==> src/rtl/chg_ser_tx_pkg.sv <==
package chg_ser_tx_pkg;
  typedef enum logic [1:0] {
    INIT_CONT     = 2'd0,
    INIT_CHANGE   = 2'd1,
    INIT_TRIG     = 2'd2,
    INIT_TRIG_CHG = 2'd3
  } init_mode_e;

  typedef enum logic [1:0] {
    ENG_IDLE  = 2'd0,
    ENG_SHIFT = 2'd1,
    ENG_GAP   = 2'd2
  } eng_state_e;
endpackage

==> src/rtl/chg_ser_tx_src.sv <==
module chg_ser_tx_src #(
  parameter int MAX_W = 16,
  parameter int MIN_W = 4,
  parameter int WW    = $clog2(MAX_W + 1)
) (
  input  logic             clk,
  input  logic             rst_n,
  input  logic [MAX_W-1:0] pin_in,
  input  logic             alt_we,
  input  logic [MAX_W-1:0] alt_wdata,
  input  logic             src_alt,
  input  logic [WW-1:0]    width,
  input  logic             cmp_load,
  input  logic [MAX_W-1:0] cmp_data,
  output logic [MAX_W-1:0] src_data,
  output logic             differs,
  output logic [WW-1:0]    eff_w,
  output logic [MAX_W-1:0] cmp_q
);
  localparam logic [WW-1:0] LO_W = WW'(MIN_W);
  localparam logic [WW-1:0] HI_W = WW'(MAX_W);

  logic [MAX_W-1:0] pin_q, alt_q, sel, mask;

  always_ff @(posedge clk or negedge rst_n) begin
    if (!rst_n) begin
      pin_q <= '0;
      alt_q <= '0;
      cmp_q <= '0;
    end else begin
      pin_q <= pin_in;
      if (alt_we)   alt_q <= alt_wdata;
      if (cmp_load) cmp_q <= cmp_data;
    end
  end

  always_comb begin
    if (width < LO_W)      eff_w = LO_W;
    else if (width > HI_W) eff_w = HI_W;
    else                   eff_w = width;
    mask     = {MAX_W{1'b1}} >> (HI_W - eff_w);
    sel      = src_alt ? alt_q : pin_q;
    src_data = sel & mask;
    differs  = |((sel ^ cmp_q) & mask);
  end
endmodule

==> src/rtl/chg_ser_tx_trig.sv <==
module chg_ser_tx_trig (
  input  logic clk,
  input  logic rst_n,
  input  logic trig_in,
  input  logic clear,
  output logic pending,
  output logic level
);
  logic trig_d1, trig_d2, rise;

  assign rise  = trig_d1 & ~trig_d2;
  assign level = trig_d1;

  always_ff @(posedge clk or negedge rst_n) begin
    if (!rst_n) begin
      trig_d1 <= 1'b0;
      trig_d2 <= 1'b0;
      pending <= 1'b0;
    end else begin
      trig_d1 <= trig_in;
      trig_d2 <= trig_d1;
      if (rise)       pending <= 1'b1;
      else if (clear) pending <= 1'b0;
    end
  end
endmodule

==> src/rtl/chg_ser_tx_master.sv <==
module chg_ser_tx_master
  import chg_ser_tx_pkg::*;
#(
  parameter int MAX_W = 16,
  parameter int HALF  = 2,
  parameter int WW    = $clog2(MAX_W + 1)
) (
  input  logic             clk,
  input  logic             rst_n,
  input  logic             enable,
  input  logic             start,
  input  logic [MAX_W-1:0] load_data,
  input  logic [WW-1:0]    eff_w,
  output logic             sck,
  output logic             sout,
  output logic             cs_n,
  output logic             idle,
  output logic             done,
  output logic [MAX_W-1:0] frame
);
  localparam int DW = $clog2(2 * HALF + 1);
  localparam logic [DW-1:0] HALF_END = DW'(HALF - 1);
  localparam logic [DW-1:0] GAP_END  = DW'(2 * HALF - 1);
  localparam logic [WW-1:0] FULL_W   = WW'(MAX_W);

  eng_state_e       state;
  logic [DW-1:0]    div_cnt;
  logic [WW-1:0]    bits_left;
  logic [MAX_W-1:0] shreg;

  assign sout = shreg[MAX_W-1];
  assign idle = (state == ENG_IDLE);

  always_ff @(posedge clk or negedge rst_n) begin
    if (!rst_n) begin
      state     <= ENG_IDLE;
      div_cnt   <= '0;
      bits_left <= '0;
      shreg     <= '0;
      frame     <= '0;
      sck       <= 1'b0;
      cs_n      <= 1'b1;
      done      <= 1'b0;
    end else begin
      done <= 1'b0;
      if (!enable) begin
        state   <= ENG_IDLE;
        div_cnt <= '0;
        sck     <= 1'b0;
        cs_n    <= 1'b1;
      end else begin
        case (state)
          ENG_IDLE: begin
            if (start) begin
              shreg     <= load_data << (FULL_W - eff_w);
              frame     <= load_data;
              bits_left <= eff_w;
              div_cnt   <= '0;
              sck       <= 1'b0;
              cs_n      <= 1'b0;
              state     <= ENG_SHIFT;
            end
          end
          ENG_SHIFT: begin
            if (div_cnt == HALF_END) begin
              div_cnt <= '0;
              sck     <= ~sck;
              if (sck) begin
                if (bits_left == WW'(1)) begin
                  cs_n  <= 1'b1;
                  done  <= 1'b1;
                  state <= ENG_GAP;
                end else begin
                  bits_left <= bits_left - WW'(1);
                  shreg     <= shreg << 1;
                end
              end
            end else begin
              div_cnt <= div_cnt + DW'(1);
            end
          end
          default: begin
            if (div_cnt == GAP_END) begin
              div_cnt <= '0;
              state   <= ENG_IDLE;
            end else begin
              div_cnt <= div_cnt + DW'(1);
            end
          end
        endcase
      end
    end
  end
endmodule

==> src/rtl/chg_ser_tx_slave.sv <==
module chg_ser_tx_slave #(
  parameter int MAX_W = 16,
  parameter int WW    = $clog2(MAX_W + 1)
) (
  input  logic             clk,
  input  logic             rst_n,
  input  logic             enable,
  input  logic             sck_i,
  input  logic             cs_n_i,
  input  logic [MAX_W-1:0] load_data,
  input  logic [WW-1:0]    eff_w,
  output logic             sout,
  output logic             active,
  output logic             done,
  output logic [MAX_W-1:0] frame
);
  localparam logic [WW-1:0] FULL_W = WW'(MAX_W);

  logic             sck_m, sck_s, sck_p;
  logic             cs_m, cs_s, cs_p;
  logic [MAX_W-1:0] shreg;
  logic             cs_fall, cs_rise, sck_fall;

  assign cs_fall  = ~cs_s & cs_p;
  assign cs_rise  = cs_s & ~cs_p;
  assign sck_fall = ~sck_s & sck_p;
  assign sout     = shreg[MAX_W-1];

  always_ff @(posedge clk or negedge rst_n) begin
    if (!rst_n) begin
      sck_m  <= 1'b0;
      sck_s  <= 1'b0;
      sck_p  <= 1'b0;
      cs_m   <= 1'b1;
      cs_s   <= 1'b1;
      cs_p   <= 1'b1;
      shreg  <= '0;
      frame  <= '0;
      active <= 1'b0;
      done   <= 1'b0;
    end else begin
      sck_m <= sck_i;
      sck_s <= sck_m;
      sck_p <= sck_s;
      cs_m  <= cs_n_i;
      cs_s  <= cs_m;
      cs_p  <= cs_s;
      done  <= 1'b0;
      if (!enable) begin
        active <= 1'b0;
      end else if (cs_fall) begin
        shreg  <= load_data << (FULL_W - eff_w);
        frame  <= load_data;
        active <= 1'b1;
      end else if (active && cs_rise) begin
        active <= 1'b0;
        done   <= 1'b1;
      end else if (active && sck_fall) begin
        shreg <= shreg << 1;
      end
    end
  end
endmodule

==> src/rtl/chg_ser_tx.sv <==
module chg_ser_tx
  import chg_ser_tx_pkg::*;
#(
  parameter int  MAX_W = 16,
  parameter int  MIN_W = 4,
  parameter int  HALF  = 2,
  localparam int WW    = $clog2(MAX_W + 1)
) (
  input  logic             clk,
  input  logic             rst_n,
  input  logic [MAX_W-1:0] pin_in,
  input  logic             alt_valid,
  input  logic [MAX_W-1:0] alt_data,
  output logic             alt_ready,
  input  logic             trig_in,
  input  logic [WW-1:0]    cfg_width,
  input  logic             cfg_src_alt,
  input  logic [1:0]       cfg_mode,
  input  logic             cfg_cmp_en,
  input  logic             cfg_trg_en,
  input  logic             cfg_slave,
  input  logic             sck_i,
  input  logic             cs_n_i,
  output logic             sck_o,
  output logic             sout_o,
  output logic             cs_n_o,
  output logic             chain_req_o,
  output logic [MAX_W-1:0] last_frame_o
);
  init_mode_e       mode;
  logic [MAX_W-1:0] src_data, m_frame, s_frame, cmp_data;
  logic [WW-1:0]    eff_w;
  logic             differs, pending, trig_lvl, start;
  logic             m_idle, m_done, m_sout;
  logic             s_sout, s_active, s_done, cmp_load, chain_q;

  assign mode = init_mode_e'(cfg_mode);

  chg_ser_tx_src #(.MAX_W(MAX_W), .MIN_W(MIN_W), .WW(WW)) u_src (
    .clk(clk), .rst_n(rst_n), .pin_in(pin_in),
    .alt_we(alt_valid & alt_ready), .alt_wdata(alt_data),
    .src_alt(cfg_src_alt), .width(cfg_width),
    .cmp_load(cmp_load), .cmp_data(cmp_data),
    .src_data(src_data), .differs(differs), .eff_w(eff_w), .cmp_q(last_frame_o)
  );

  chg_ser_tx_trig u_trig (
    .clk(clk), .rst_n(rst_n), .trig_in(trig_in), .clear(m_idle),
    .pending(pending), .level(trig_lvl)
  );

  always_comb begin
    case (mode)
      INIT_CONT:   start = 1'b1;
      INIT_CHANGE: start = differs;
      INIT_TRIG:   start = pending;
      default:     start = pending & differs;
    endcase
  end

  chg_ser_tx_master #(.MAX_W(MAX_W), .HALF(HALF), .WW(WW)) u_master (
    .clk(clk), .rst_n(rst_n), .enable(~cfg_slave), .start(start),
    .load_data(src_data), .eff_w(eff_w),
    .sck(sck_o), .sout(m_sout), .cs_n(cs_n_o),
    .idle(m_idle), .done(m_done), .frame(m_frame)
  );

  chg_ser_tx_slave #(.MAX_W(MAX_W), .WW(WW)) u_slave (
    .clk(clk), .rst_n(rst_n), .enable(cfg_slave),
    .sck_i(sck_i), .cs_n_i(cs_n_i), .load_data(src_data), .eff_w(eff_w),
    .sout(s_sout), .active(s_active), .done(s_done), .frame(s_frame)
  );

  assign cmp_load  = m_done | s_done;
  assign cmp_data  = m_done ? m_frame : s_frame;
  assign sout_o    = cfg_slave ? s_sout : m_sout;
  assign alt_ready = cs_n_o & ~s_active;

  always_ff @(posedge clk or negedge rst_n) begin
    if (!rst_n) chain_q <= 1'b0;
    else        chain_q <= cfg_slave & ((cfg_cmp_en & differs) | (cfg_trg_en & trig_lvl));
  end
  assign chain_req_o = chain_q;
endmodule

==> config.mk <==
export PLATFORM = sky130hd
export DESIGN_NAME = chg_ser_tx
export DESIGN_NICKNAME = d
export VERILOG_FILES = /design/src/rtl/chg_ser_tx_pkg.sv /design/src/rtl/chg_ser_tx_src.sv /design/src/rtl/chg_ser_tx_trig.sv /design/src/rtl/chg_ser_tx_master.sv /design/src/rtl/chg_ser_tx_slave.sv /design/src/rtl/chg_ser_tx.sv
export SDC_FILE = /design/constraint.sdc
export NUM_CORES = 1
export LEC_CHECK = 0
export ABC_AREA = 1
export BUFFER_PORTS_ARGS = -buffer_cell sky130_fd_sc_hd__buf_2
export CORE_ASPECT_RATIO = 1.5
export CORE_MARGIN = 2
export CORE_UTILIZATION = 55
export CTS_CLUSTER_DIAMETER = 80
export DETAILED_ROUTE_END_ITERATION = 8
export PLACE_DENSITY = 0.75
export SYNTH_ARGS = -nofsm -noshare
export SYNTH_HDL_FRONTEND = slang
export SYNTH_HIERARCHICAL = 1
export SYNTH_SLANG_ARGS = --single-unit
==> constraint.sdc <==
create_clock -name clk -period 2.1 [get_ports clk]
set_input_delay 0.42 -clock clk [delete_from_list [all_inputs] [get_ports clk]]
set_output_delay 0.42 -clock clk [all_outputs]
set_load 0.01 [all_outputs]
; Yosys cells after proc, flatten, opt, wreduce, memory -nomap -nowiden
; Index checks and enable logic that the tools add are counted.
[totals]
output_inout_bits = 21
ramBits = 0
mem_bits_ro = 0
register_bits = 137
elab_cells = 140
input_bits = 49
latchBits = 0
n_memories = 0
[classes]
multipliers = 0
mux = 53
magnitude_cmp = 2
bitwise_logic = 22
eq_ne = 16
n_addsub = 3
shift = 2
n_reduce_logical = 17
n_div = 0
[op_table]
columns = cell, count
row1 = two-way mux 16 bit, 9
row2 = bitwise AND 16 bit, 2
row3 = case mux 16 bit (2 select lines), 1
row4 = two-way mux 5 bit, 6
row5 = two-way mux 1 bit, 21
row6 = OR reduction 16 bit, 1
row7 = left shift 16 x 5 -> 16 bit, 1
row8 = right shift 16 x 5 -> 16 bit (first input constant), 1
row9 = bitwise XOR 16 bit, 1
row10 = two-way mux 2 bit, 6
row11 = two-way mux 3 bit, 4
row12 = bitwise AND 1 bit, 10
row13 = case mux 5 bit (2 select lines), 1
row14 = AND reduction 5 bit, 2
row15 = inequality test 3 x 2 -> 1 bit (second input constant), 3
row16 = AND reduction 3 bit, 3
row17 = inverter 1 bit, 7
row18 = inequality test 2 x 1 -> 1 bit (second input constant), 3
row19 = case mux 3 bit (2 select lines), 1
row20 = AND reduction 6 bit, 1
row21 = nonzero test 2 bit, 3
row22 = == test 5 x 1 -> 1 bit (second input constant), 1
row23 = greater-than comparator 5 bit (second input constant), 1
row24 = less-than comparator 5 x 3 -> 1 bit (second input constant), 1
row25 = 19 further kinds, 25

; Logic depth before layout (Yosys ltp)
; Gate-level depths: netlist (run 1).
[depth]
depth_word = 12
ltp_mapped = 30
ltp_nobuf = 29

; Cells and area by module
; The synthesis (run 1) kept the hierarchy.
[by_module_without_submodules]
columns = mod, area_per_inst_um2, seq_area_each_um2, instances, cells_per_inst
row1 = chg_ser_tx_master, 2904.0, 1127.3, 1, 409
row2 = chg_ser_tx_src, 2552.4, 1201.2, 1, 306
row3 = chg_ser_tx_slave, 2402.3, 1004.7, 1, 319
row4 = chg_ser_tx, 340.3, 25.0, 1, 70
row5 = chg_ser_tx_trig, 93.8, 75.1, 1, 8

; Worst setup path before layout (run 1)
; No wires, ideal clock.
[synth_timing]
path_kind = input to register
startpoint = input cfg_width[2]
endpoint = register u_master.shreg[11]
arrival_ns = 2.601
required_time_ns = 1.987
path_slack_ns = -0.614
cell_stages = 30
n_path_buf = 1
setup_time_ns = 0.113
cell_sequence = inv_1 nand2_1 nand2_2 ha_1 inv_1 nand2_1 nand2_2 nand2_1 nand2_1 inv_1 nand2_1 nor2_1 nor2_2 nand2_1 nor2_1 nand2_1 inv_1 nand2_1 nand2_1 inv_1 inv_1 nand2_1 nand2_1 nor2_1 nand2_2 buf_2 nor2_1 nand3_1 nand2_1 inv_1
[synth_via]
elab_chain_cells = 11
elab_cells_between_ends = 16
classes_between = add/sub: 1 / order compare: 2 / eq/ne: 1 / shift: 2 / mux: 5 / bitwise: 3 / reduce/logical: 2
[synth_rtl]
columns = element, line_no
row1 = from (decl), chg_ser_tx.sv:16  ; input logic [WW-1:0] cfg_width,
row2 = greater-than comparator 5 bit, chg_ser_tx_src.sv:39  ; else if (width > HI_W) eff_w = HI_W;
row3 = two-way mux 5 bit, chg_ser_tx_src.sv:39
row4 = two-way mux 5 bit (*), chg_ser_tx_src.sv:38  ; if (width < LO_W) eff_w = LO_W;
row5 = subtractor 5 bit (*), chg_ser_tx_src.sv:41  ; mask = {MAX_W{1'b1}} >> (HI_W - eff_w);
row6 = right shift 16 x 5 -> 16 bit (*), chg_ser_tx_src.sv:41
row7 = bitwise AND 16 bit (*), chg_ser_tx_src.sv:44  ; differs = |((sel ^ cmp_q) & mask);
row8 = OR reduction 16 bit (*), chg_ser_tx_src.sv:44
row9 = net differs, chg_ser_tx.sv:33  ; logic differs, pending, trig_lvl, start;
row10 = bitwise AND 1 bit, chg_ser_tx.sv:57  ; default: start = pending & differs;
row11 = case mux 1 bit (3 select lines) (*), chg_ser_tx.sv:53  ; case (mode)
row12 = net start, chg_ser_tx.sv:33
row13 = inequality test 2 bit (no line) (*), --
row14 = AND reduction 6 bit (no line) (*), --
row15 = to (signal assigned), chg_ser_tx_master.sv:55  ; shreg <= load_data << (FULL_W - eff_w);
row16 = to (signal assigned), chg_ser_tx_master.sv:75  ; shreg <= shreg << 1;
row17 = to (decl), chg_ser_tx_master.sv:29  ; logic [MAX_W-1:0] shreg;
; Mark *: on every way through the listed nets, which the timed path passes. The rest lies on a longest branch. The select of a mux whose other input is x is not followed.
; A chain may end at the register's enable or synchronous reset.

; Final worst setup path (run 1)
[layout_timing]
startpoint = input cfg_width[0]
endpoint = register u_master.shreg[10]
; Same word-level chain as after synthesis.

==> results of run 1 <==
flip-flops by register name, indices dropped and copies added, names as in the netlist, 2 cells and up:
register and cells:
u_master/frame 16, u_master/shreg 16, u_slave/frame 16, u_slave/shreg 16
u_src/alt_q 16, u_src/cmp_q 16, u_src/pin_q 16, u_master/bits_left 5
u_master/div_cnt 3, u_master/state 2
worst max-delay path, delay by kind of cell:
kind | cells | cell delay, ps
fa+ha+maj | 1 | 210
buf+inv | 9 | 580
simple gates | 20 | 1720
path summary, 6_finish.rpt:
path / slack [ps] / depth (start not counted) / end
min in group asynchronous: 480 / 2 / u_master/div_cnt[0]
max reg2reg: -520 / 25 / u_master/shreg[10]
min: 100 / 1 / u_src/pin_q[1]
max in group asynchronous: 950 / 3 / u_slave/cs_s
max: -540 / 30 / u_master/shreg[10]
min reg2reg: 350 / 0 / u_slave/sck_s
where the power goes:
group | switching, mW | total, mW | internal, mW
clock | 1.21 | 3.00 | 1.79
sequential | 0.502 | 3.96 | 3.46
combinational | 2.97 | 5.38 | 2.41
total | 4.69 | 12.3 | 7.66
final cells by class:
type	count	area [um2]	area share
multi-input combinational	798	4710	0.417
sequential	137	3430	0.304
timing repair buffer	221	1790	0.159
inverter	129	524	0.0464
clock buffer	19	443	0.0392
tap	199	249	0.0220
clock inverter	13	144	0.0127
routing by layer:
metal / up-vias / GRT usage
met5: - / 0
met4: 0 / 0.169
met3: 94 / 0.0476
met2: 322 / 0.535
met1: 3845 / 0.325
li1: 3913 / -
cells in the final DEF, fill, tap and decap left out, types with 9 or more instances in the layout:
master / netlist / final
nand2_1: 348 / 318
dfrtp_1: 133 / 133
buf_4: 6 / 128
nand3_1: 141 / 111
inv_1: 113 / 100
buf_2: 20 / 63
nor2_1: 83 / 62
o21ai_0: 42 / 39
nand2_2: 14 / 34
nand3_2: 5 / 33
mux2_2: 30 / 25
inv_2: 15 / 20
nor2_4: 5 / 19
clkbuf_16: 0 / 17
a21oi_1: 39 / 17
a21oi_2: 0 / 16
buf_12: 1 / 16
xor2_1: 16 / 15
nor2_2: 5 / 12
mux2_4: 0 / 12
nand2_4: 3 / 11
o21ai_1: 12 / 10
buf_6: 9 / 9
logic make-up (layout without fill, tap and decap cells):
group                    Yosys count  count (layout)
AO/OA/AOI/OAI                    102             102
XOR/XNOR                          16              16
adder cells (fa/ha/maj)           11              11
buffers and inverters            177             382
flip-flops                       137             137
multiplexers                      39              39
AND/OR/NAND/NOR                  630             630
repair_timing:
| item | CTS | global route |
|---|---|---|
| pin swaps | 38 | 54 |
| hold buffers | 1 | 0 |
| cloned | 2 | 0 |
| gates resized for setup | 69 | 106 |
| hold endpoints to repair | 39 | 0 |
| buffers inserted | 12 | 9 |
| setup endpoints to repair | 50 | 60 |
metrics by stage:
| stage | TNS [ps] | hold slack (ps) | setup WS [ps] | cell area [um2] |
|---|---|---|---|---|
| 5_1_grt | -26820 | 85.1 | -699 | 11300 |
| 3_5_place_dp | -41160 | 344 | -936 | 9870 |
| 4_1_cts | -11780 | 84.1 | -367 | 10800 |
| 3_3_place_gp | -37470 | 341 | -803 | 9870 |
| 6_report | -18440 | 96.2 | -542 | 11300 |
| 2_1_floorplan | -13680 | 124 | -457 | 8440 |
==> results_dict.tcl, run 1 <==
set metrics [dict create \
    wl_per_cell_um 16.0 \
    drive_gt1_frac 0.360 \
    ys_top_cells_by_count "348 x nand2_1, 141 x nand3_1, 133 x dfrtp_1, 113 x inv_1, 83 x nor2_1" \
    arrival_ps 2960 \
    synth_xor_area_frac 0.0169 \
    ys.flop_type "dfrtp_1" \
    synth-seq-cells 137 \
    gp_congestion 0.914 \
    antenna_cells 0 \
    num-fill-cells 1074 \
    crit_type "in2reg" \
    clockBufferDepth 2 \
    die_area_um2 16100 \
    clk-insertion-delay-late_ps 430 \
    crit_path_start_kind "input pin" \
    fin_worst_skew_ps 8.72 \
    ir_drop_uv 827 \
    yosysTopAreaCellShare 0.401 \
    end_kind "register" \
    nets 1364 \
    slew_headroom 0.713 \
    cp.required_ps 2420 \
    highest_layer "met4" \
    synth_compound_area_frac 0.0643 \
    yosys.area_share.simple 0.335 \
    overflow 0 \
    drt-total-wl_mm 24.3 \
    clock-sinks 137 \
    cts_tree "built" \
    rr_startpoint "u_src/alt_q[3]" \
    synth_top_family_by_area "simple AND/OR/NAND/NOR gates" \
    drt_iter0_drc 843 \
    syn2layout_area_growth_pct 36.3 \
    die_w_um 104 \
    failed_checks "setup timing" \
    synth.area.top_cells "dfrtp_1 40%, nand2_1 16%, nand3_1 8.5%" \
    vias_per_cell 5.39 \
    clkTransAtPathRegs_ps 60 \
    first_global_vias 8042 \
    io_buffer_count 69 \
    p_total_mw 12.3 \
    fmax_ghz 0.378 \
    hold_path.startpoint "pin_in[1]" \
    initial_core_util 0.555 \
    synthMuxAreaShare 0.0530 \
    synthCells 1112 \
    placed_cells 1466 \
    h-tree-depth 4 \
    cts-root-buf "clkbuf_16" \
    core_um2 14900 \
    status "finished, violations left" \
    fin_util 0.757 \
    yosysTopAreaCell "dfrtp_1" \
    synthAdderAreaFrac 0.0166 \
    grt_max_degree 52 \
    met3WireLength_mm 1.27 \
    slew_viol_final 0 \
    slowest_stage "ha_4" \
    hpwlAfterDp_mm 16.0 \
    postSynthAreaPerCell_um2 7.46 \
    startpoint "cfg_width[0]" \
    drt-pass1-iter-count 8 \
    finalCritPeriodShare 1.26 \
    grt_pass1_wl_mm 37.8 \
    rows 55 \
    rsz0062_at_grt "yes" \
    crit_fanout 6 \
    syn_area_um2 8290 \
    min-delay-path-class "in2reg" \
    worst_slack_ps -542 \
    syn-num-nets 1172 \
    slowest_delay_ps 210 \
    cts_buffers 17 \
    drc 0 \
    antenna_found_initial 0 \
    async_reset_ff_frac 1.00 \
    num_vias 8174 \
    synth-seq-area-share 0.414 \
    synth_cell_types 43 \
    p_leak_nw 5.82 \
    final_hold_viol_count 0 \
    track_usage 0.295 \
    fin_cells 1516 \
    dr_wl_met2_mm 12.7 \
    yosysWarnings 6 \
    setup_viol 48 \
    drv_cap 0 \
    synth.most_common_cell "nand2_1" \
    fp.dieH_um 154 \
    finalCriticalPeriod_ps 2640 \
    worst_pin_slew_ps 431 \
    m1WireLength_mm 8.97 \
    synth-edff-count 0 \
    power.density_nw_per_um2 1090 \
    ios 70 \
    ant_nets 0 \
]
(Power assumes the default switching activity.)
==> run 2, diff against run 1 <==
--- a/config.mk
+++ b/config.mk
@@ -7,12 +7,14 @@
 export LEC_CHECK = 0
 export ABC_AREA = 1
 export BUFFER_PORTS_ARGS = -buffer_cell sky130_fd_sc_hd__buf_2
+export CELL_PAD_IN_SITES_DETAIL_PLACEMENT = 1
+export CELL_PAD_IN_SITES_GLOBAL_PLACEMENT = 1
 export CORE_ASPECT_RATIO = 1.5
-export CORE_MARGIN = 2
-export CORE_UTILIZATION = 55
+export CORE_MARGIN = 5
+export CORE_UTILIZATION = 40
 export CTS_CLUSTER_DIAMETER = 80
 export DETAILED_ROUTE_END_ITERATION = 8
-export PLACE_DENSITY = 0.75
+export PLACE_DENSITY = 0.74
 export SYNTH_ARGS = -nofsm -noshare
 export SYNTH_HDL_FRONTEND = slang
 export SYNTH_HIERARCHICAL = 1
==> run 2 against run 1 <==
Compared with the run above: the run still ends with setup timing left; clock skew increased by 9.0 ps; power increased by 4.4%; non-clock buffer count increased by 6; critical path depth decreased by 5; sequential cell count unchanged; fmax decreased by 3.8%; setup slack got worse by 110 ps.
==> results_dict.tcl, run 2 (synthesis results as in run 1) <==
set metrics [dict create \
    clockBufferDepth 2 \
    first_global_vias 9171 \
    r2r_end "u_master/shreg[12]" \
    hold_slack_ps 81.9 \
    rsz0062_at_grt "yes" \
    fp.dieH_um 186 \
    fmax_ghz 0.364 \
    wl_per_cell_um 20.7 \
    tns_ps -27490 \
    worst-r2r-cell-count 25 \
    worst_slack_ps -648 \
    cts_tree "built" \
    crit_type "reg2reg" \
    min-delay-path-class "in2reg" \
    slew_headroom 0.255 \
    end_kind "register" \
    finalCritPeriodShare 1.31 \
    crit_path_start_kind "register" \
    antenna_found_initial 0 \
    placed_cells 1534 \
    slew_viol_final 0 \
    nets 1370 \
    drive_gt1_frac 0.377 \
    cp.required_ps 2430 \
    arrival_ps 3070 \
    p_int_mw 7.70 \
    slowest_stage "dfrtp_1" \
    hold_depth 1 \
    power_frac_comb 0.453 \
    ant_nets 0 \
    hold_end "u_slave/cs_m" \
    track_usage 0.252 \
    fin_util 0.565 \
    num_vias 8604 \
    hold_path.startpoint "cs_n_i" \
    p_switching_mw 5.19 \
    setup_viol 60 \
    finalCriticalPeriod_ps 2750 \
    rr_startpoint "u_src/alt_q[4]" \
    h-tree-depth 4 \
    final_common_cell "nand2_1" \
    mostFrequentLayoutCells "307 x nand2_1, 133 x dfrtp_1, 128 x buf_4" \
    p_clk_frac 0.237 \
    failed_checks "setup timing" \
    grt_pass1_wl_mm 47.4 \
    design_area_um2 11500 \
    power.share.sequential 0.310 \
    cpMostUsedCell "nand2_2" \
    slowest_delay_ps 360 \
    drc 0 \
    cts-root-buf "clkbuf_16" \
    die_area_um2 23800 \
    initial_core_util 0.406 \
    io_buffer_count 69 \
    syn2layout_area_growth_pct 39.1 \
    drt-pass1-iter-count 5 \
    gp_congestion 0.914 \
    power.density_nw_per_um2 1120 \
    grt_max_degree 56 \
    drv_cap 0 \
    cts_buffers 17 \
    fin_cells 1586 \
    sw_frac_of_total 0.402 \
    die_w_um 128 \
    overflow 0 \
    ff2ff_setup_slack_ps -650 \
    p_leak_nw 5.90 \
    crit_fanout 6 \
    hpwlAfterDp_mm 19.9 \
    drt-total-wl_mm 32.8 \
    ios 70 \
    status "finished, violations left" \
    worst_pin_slew_ps 1120 \
    clkTransAtPathRegs_ps 60 \
    rows 64 \
    placed_area_um2 9970 \
    ir_drop_uv 665 \
    clk-insertion-delay-late_ps 440 \
    core_um2 20400 \
    clock-sinks 137 \
    final_hold_viol_count 0 \
    fin_worst_skew_ps 17.7 \
    drt_iter0_drc 491 \
    antenna_cells 0 \
    vias_per_cell 5.42 \
]
-- run 2: cell count changes in the layout (fill, tap and decap cells not counted), moves of 5 or more --
| cell | before | now |
|---|---|---|
| a21oi_1 | 17 | 29 |
| a21oi_2 | 16 | 6 |
| buf_6 | 9 | 15 |
| nand2_1 | 318 | 307 |
| nand2_2 | 34 | 40 |
| nand2_4 | 11 | 16 |
| nand3_1 | 111 | 105 |
| nand3_2 | 33 | 38 |
| nor2_1 | 62 | 56 |
| nor2_4 | 19 | 24 |
-- run 2: through the flow --
step | setup WS [ps] | total power, mW
floorplan | -457 | 6.56
global route | -744 | 13.6
detailed placement | -970 | 8.52
finish | -648 | 12.9
CTS | -399 | 12.3
global placement | -802 | 8.31
-- run 2: worst max path at each step --
stage	end	depth (start not counted)	start	slack (ps)
2_1_floorplan	u_master/shreg[11]	30	cfg_width[1]	-460
3_5_place_dp	u_master/shreg[11]	30	cfg_width[1]	-970
6_report	u_master/shreg[12]	25	u_src/alt_q[4]	-650
5_1_grt	u_master/shreg[15]	30	cfg_width[1]	-740
3_3_place_gp	u_master/shreg[11]	30	cfg_width[1]	-800
4_1_cts	u_master/shreg[11]	29	cfg_width[4]	-400
-- run 2: area by class of cell --
class	instances	area, um2
inverters	129	527
clock inverters	12	130
multi-input cells	798	4810
clock buffers	19	453
fillers	2493	8880
flip-flops and latches	137	3430
well taps	264	330
repair buffers	227	1860
-- run 2: power by group through the flow --
stage / Clock (mW) / Combinational, mW / Sequential, mW
detailed placement: 0 / 4.58 / 3.93
floorplan: 0 / 2.71 / 3.85
global placement: 0 / 4.42 / 3.88
CTS: 3.07 / 5.26 / 3.92
global route: 3.23 / 6.28 / 4.07
finish: 3.06 / 5.84 / 3.99
-- run 2: worst max-delay path: cells and delay by family (launching register included) --
family / cells / cell delay, ps
and+or+nand+nor: 15 / 1270
buffers and inverters: 8 / 650
DFF: 1 / 360
xor gates and xnor gates: 1 / 270
AOI/OAI and AO/OA: 1 / 50
-- run 2: metal layers --
metal / part of all wire / track usage
met3: 0.036 / 0.0329
met2: 0.53 / 0.469
met4: 0.060 / 0.117
met1: 0.37 / 0.277
met5: 0 / 0
-- run 2: what timing repair did --
item	CTS	global route
hold endpoints to repair	32	0
gates cloned	2	0
setup buffers	19	8
hold buffers	1	0
setup endpoints to repair	58	61
pin swaps	56	49
resized for setup	118	98
==> run 3, diff against run 2 <==
--- a/config.mk
+++ b/config.mk
@@ -14,6 +14,8 @@
 export CORE_UTILIZATION = 40
 export CTS_CLUSTER_DIAMETER = 80
 export DETAILED_ROUTE_END_ITERATION = 8
+export HOLD_SLACK_MARGIN = 0.08
+export MAX_ROUTING_LAYER = met4
 export PLACE_DENSITY = 0.74
 export SYNTH_ARGS = -nofsm -noshare
 export SYNTH_HDL_FRONTEND = slang
==> run 3 against run 2 <==
Compared with the run above: the run still ends with setup timing left; sequential power is 2% lower; final area is 1.4% lower; cell count is 0.69% higher; largest cell class unchanged; sequential share of layout area is 0.43 points higher; setup slack better by 35 ps; die area stayed put; clock skew is 7.4 ps lower; combinational power is 6.0% lower; via count is 2.0% lower.
==> results_dict.tcl, run 3 (synthesis results as in run 1) <==
set metrics [dict create \
    status "finished, violations left" \
    failed_checks "setup timing" \
    worst_slack_ps -613 \
    drc 0 \
    end_kind "register" \
    die_area_um2 23800 \
    placed_cells 1541 \
    cts_buffers 17 \
    p_total_mw 12.4 \
    overflow 0 \
    antenna_found_initial 0 \
    slowest_delay_ps 190 \
    syn2layout_area_growth_pct 37.1 \
    dp_slack_ps -951 \
    wl_per_cell_um 19.4 \
    hold_slack_ps 90.5 \
    cts_tree "built" \
    fin_worst_skew_ps 10.2 \
    placed_area_um2 10000 \
    antenna_cells 0 \
    cp.required_ps 2410 \
    clk-insertion-delay-late_ps 440 \
    power.density_nw_per_um2 1090 \
    num-fill-cells 2502 \
    ios 70 \
    tns_ps -23190 \
    p_leak_nw 5.86 \
    finalCritPeriodShare 1.29 \
    clock-sinks 137 \
    drt_iter0_drc 567 \
    fin_cells 1597 \
    finalCriticalPeriod_ps 2710 \
    final_hold_viol_count 0 \
    die_w_um 128 \
    fmax_ghz 0.369 \
    startpoint "cfg_width[4]" \
    grt_max_degree 47 \
    crit_fanout 8 \
    hold_path.startpoint "pin_in[14]" \
    fin_util 0.557 \
    drt-total-wl_mm 30.9 \
    h-tree-depth 4 \
    cts-root-buf "clkbuf_16" \
    rr_startpoint "u_src/alt_q[5]" \
    design_area_um2 11400 \
    vias_per_cell 5.28 \
    cpMostUsedCell "nand2_2" \
    slowest_stage "buf_4" \
    arrival_ps 3030 \
    ant_nets 0 \
    fp.dieH_um 186 \
    min-delay-path-class "in2reg" \
    mostFrequentLayoutCells "308 x nand2_1, 133 x dfrtp_1, 133 x buf_4" \
    crit_type "in2reg" \
    num_vias 8432 \
    final_common_cell "nand2_1" \
    rsz0062_at_grt "yes" \
    slew_viol_final 0 \
    nets 1380 \
    initial_core_util 0.406 \
    grt_pass1_wl_mm 48.3 \
    crit_path_start_kind "input pin" \
    worst_pin_slew_ps 986 \
    drive_gt1_frac 0.357 \
    track_usage 0.263 \
    core_um2 20400 \
    drv_cap 0 \
    setup_viol 58 \
    ir_drop_uv 729 \
    rows 64 \
    hpwlAfterDp_mm 19.9 \
    drt-pass1-iter-count 4 \
    clockBufferDepth 2 \
    io_buffer_count 69 \
    gp_congestion 0.923 \
    slew_headroom 0.343 \
    clkTransAtPathRegs_ps 70 \
    first_global_vias 9276 \
]
[run 3: cell count changes in the layout (fill, tap and decap cells not counted), moves of 3 or more]
cell,delta
dlygate4sd3_1,+12
nand2_2,+5
buf_6,-4
mux2_4,-3
nor2_4,-12
buf_4,+5
nand3_1,+4
nor2_1,+14
nand2_4,-4
[run 3: final timing paths]
kind	cells after the start	to	slack [ps]
setup / recovery	29	u_master/bits_left[1]	-610
hold / removal	1	u_src/pin_q[14]	90
setup reg to reg	25	u_master/bits_left[1]	-530
hold reg to reg	0	u_slave/sck_s	350
max in group asynchronous	3	u_master/shreg[13]	900
min in group asynchronous	2	u_master/div_cnt[0]	500
[run 3: worst max-delay path: cells and delay by family]
| family | cells | cell delay, ps |
|---|---|---|
| compound gates | 2 | 180 |
| simple gates | 15 | 1260 |
| buf+inv | 12 | 1130 |
[run 3: area by class of cell]
type | count | area, um2 | area share
Inverter | 129 | 524 | 0.0461
Timing Repair Buffer | 236 | 1890 | 0.166
Clock inverter | 15 | 151 | 0.0133
Tap cell | 264 | 330 | 0.0290
Clock buffer | 17 | 425 | 0.0374
Timing Repair inverter | 1 | 6.26 | 0.000550
Sequential cell | 137 | 3430 | 0.302
Multi-Input combinational cell | 798 | 4610 | 0.406
[run 3: timing repair]
item | CTS | global route
endpoints found under the hold margin | 48 | 2
setup endpoints to repair | 57 | 59
pin swaps | 28 | 36
setup buffers | 7 | 2
gates resized for setup | 92 | 67
hold buffers | 11 | 2
cloned | 1 | 1
[run 3: layer usage]
layer,global-route usage,share of wire,vias up
met5,-,0,-
met4,0.130,0.042,0
met3,0.0323,0.028,92
met2,0.470,0.55,194
met1,0.281,0.38,4211
li1,-,-,3935
[run 3: power by group]
group | internal [mW] | switching, mW | total, mW
sequential | 3.46 | 0.464 | 3.92
clock | 1.67 | 1.35 | 3.03
combinational | 2.38 | 3.11 | 5.49
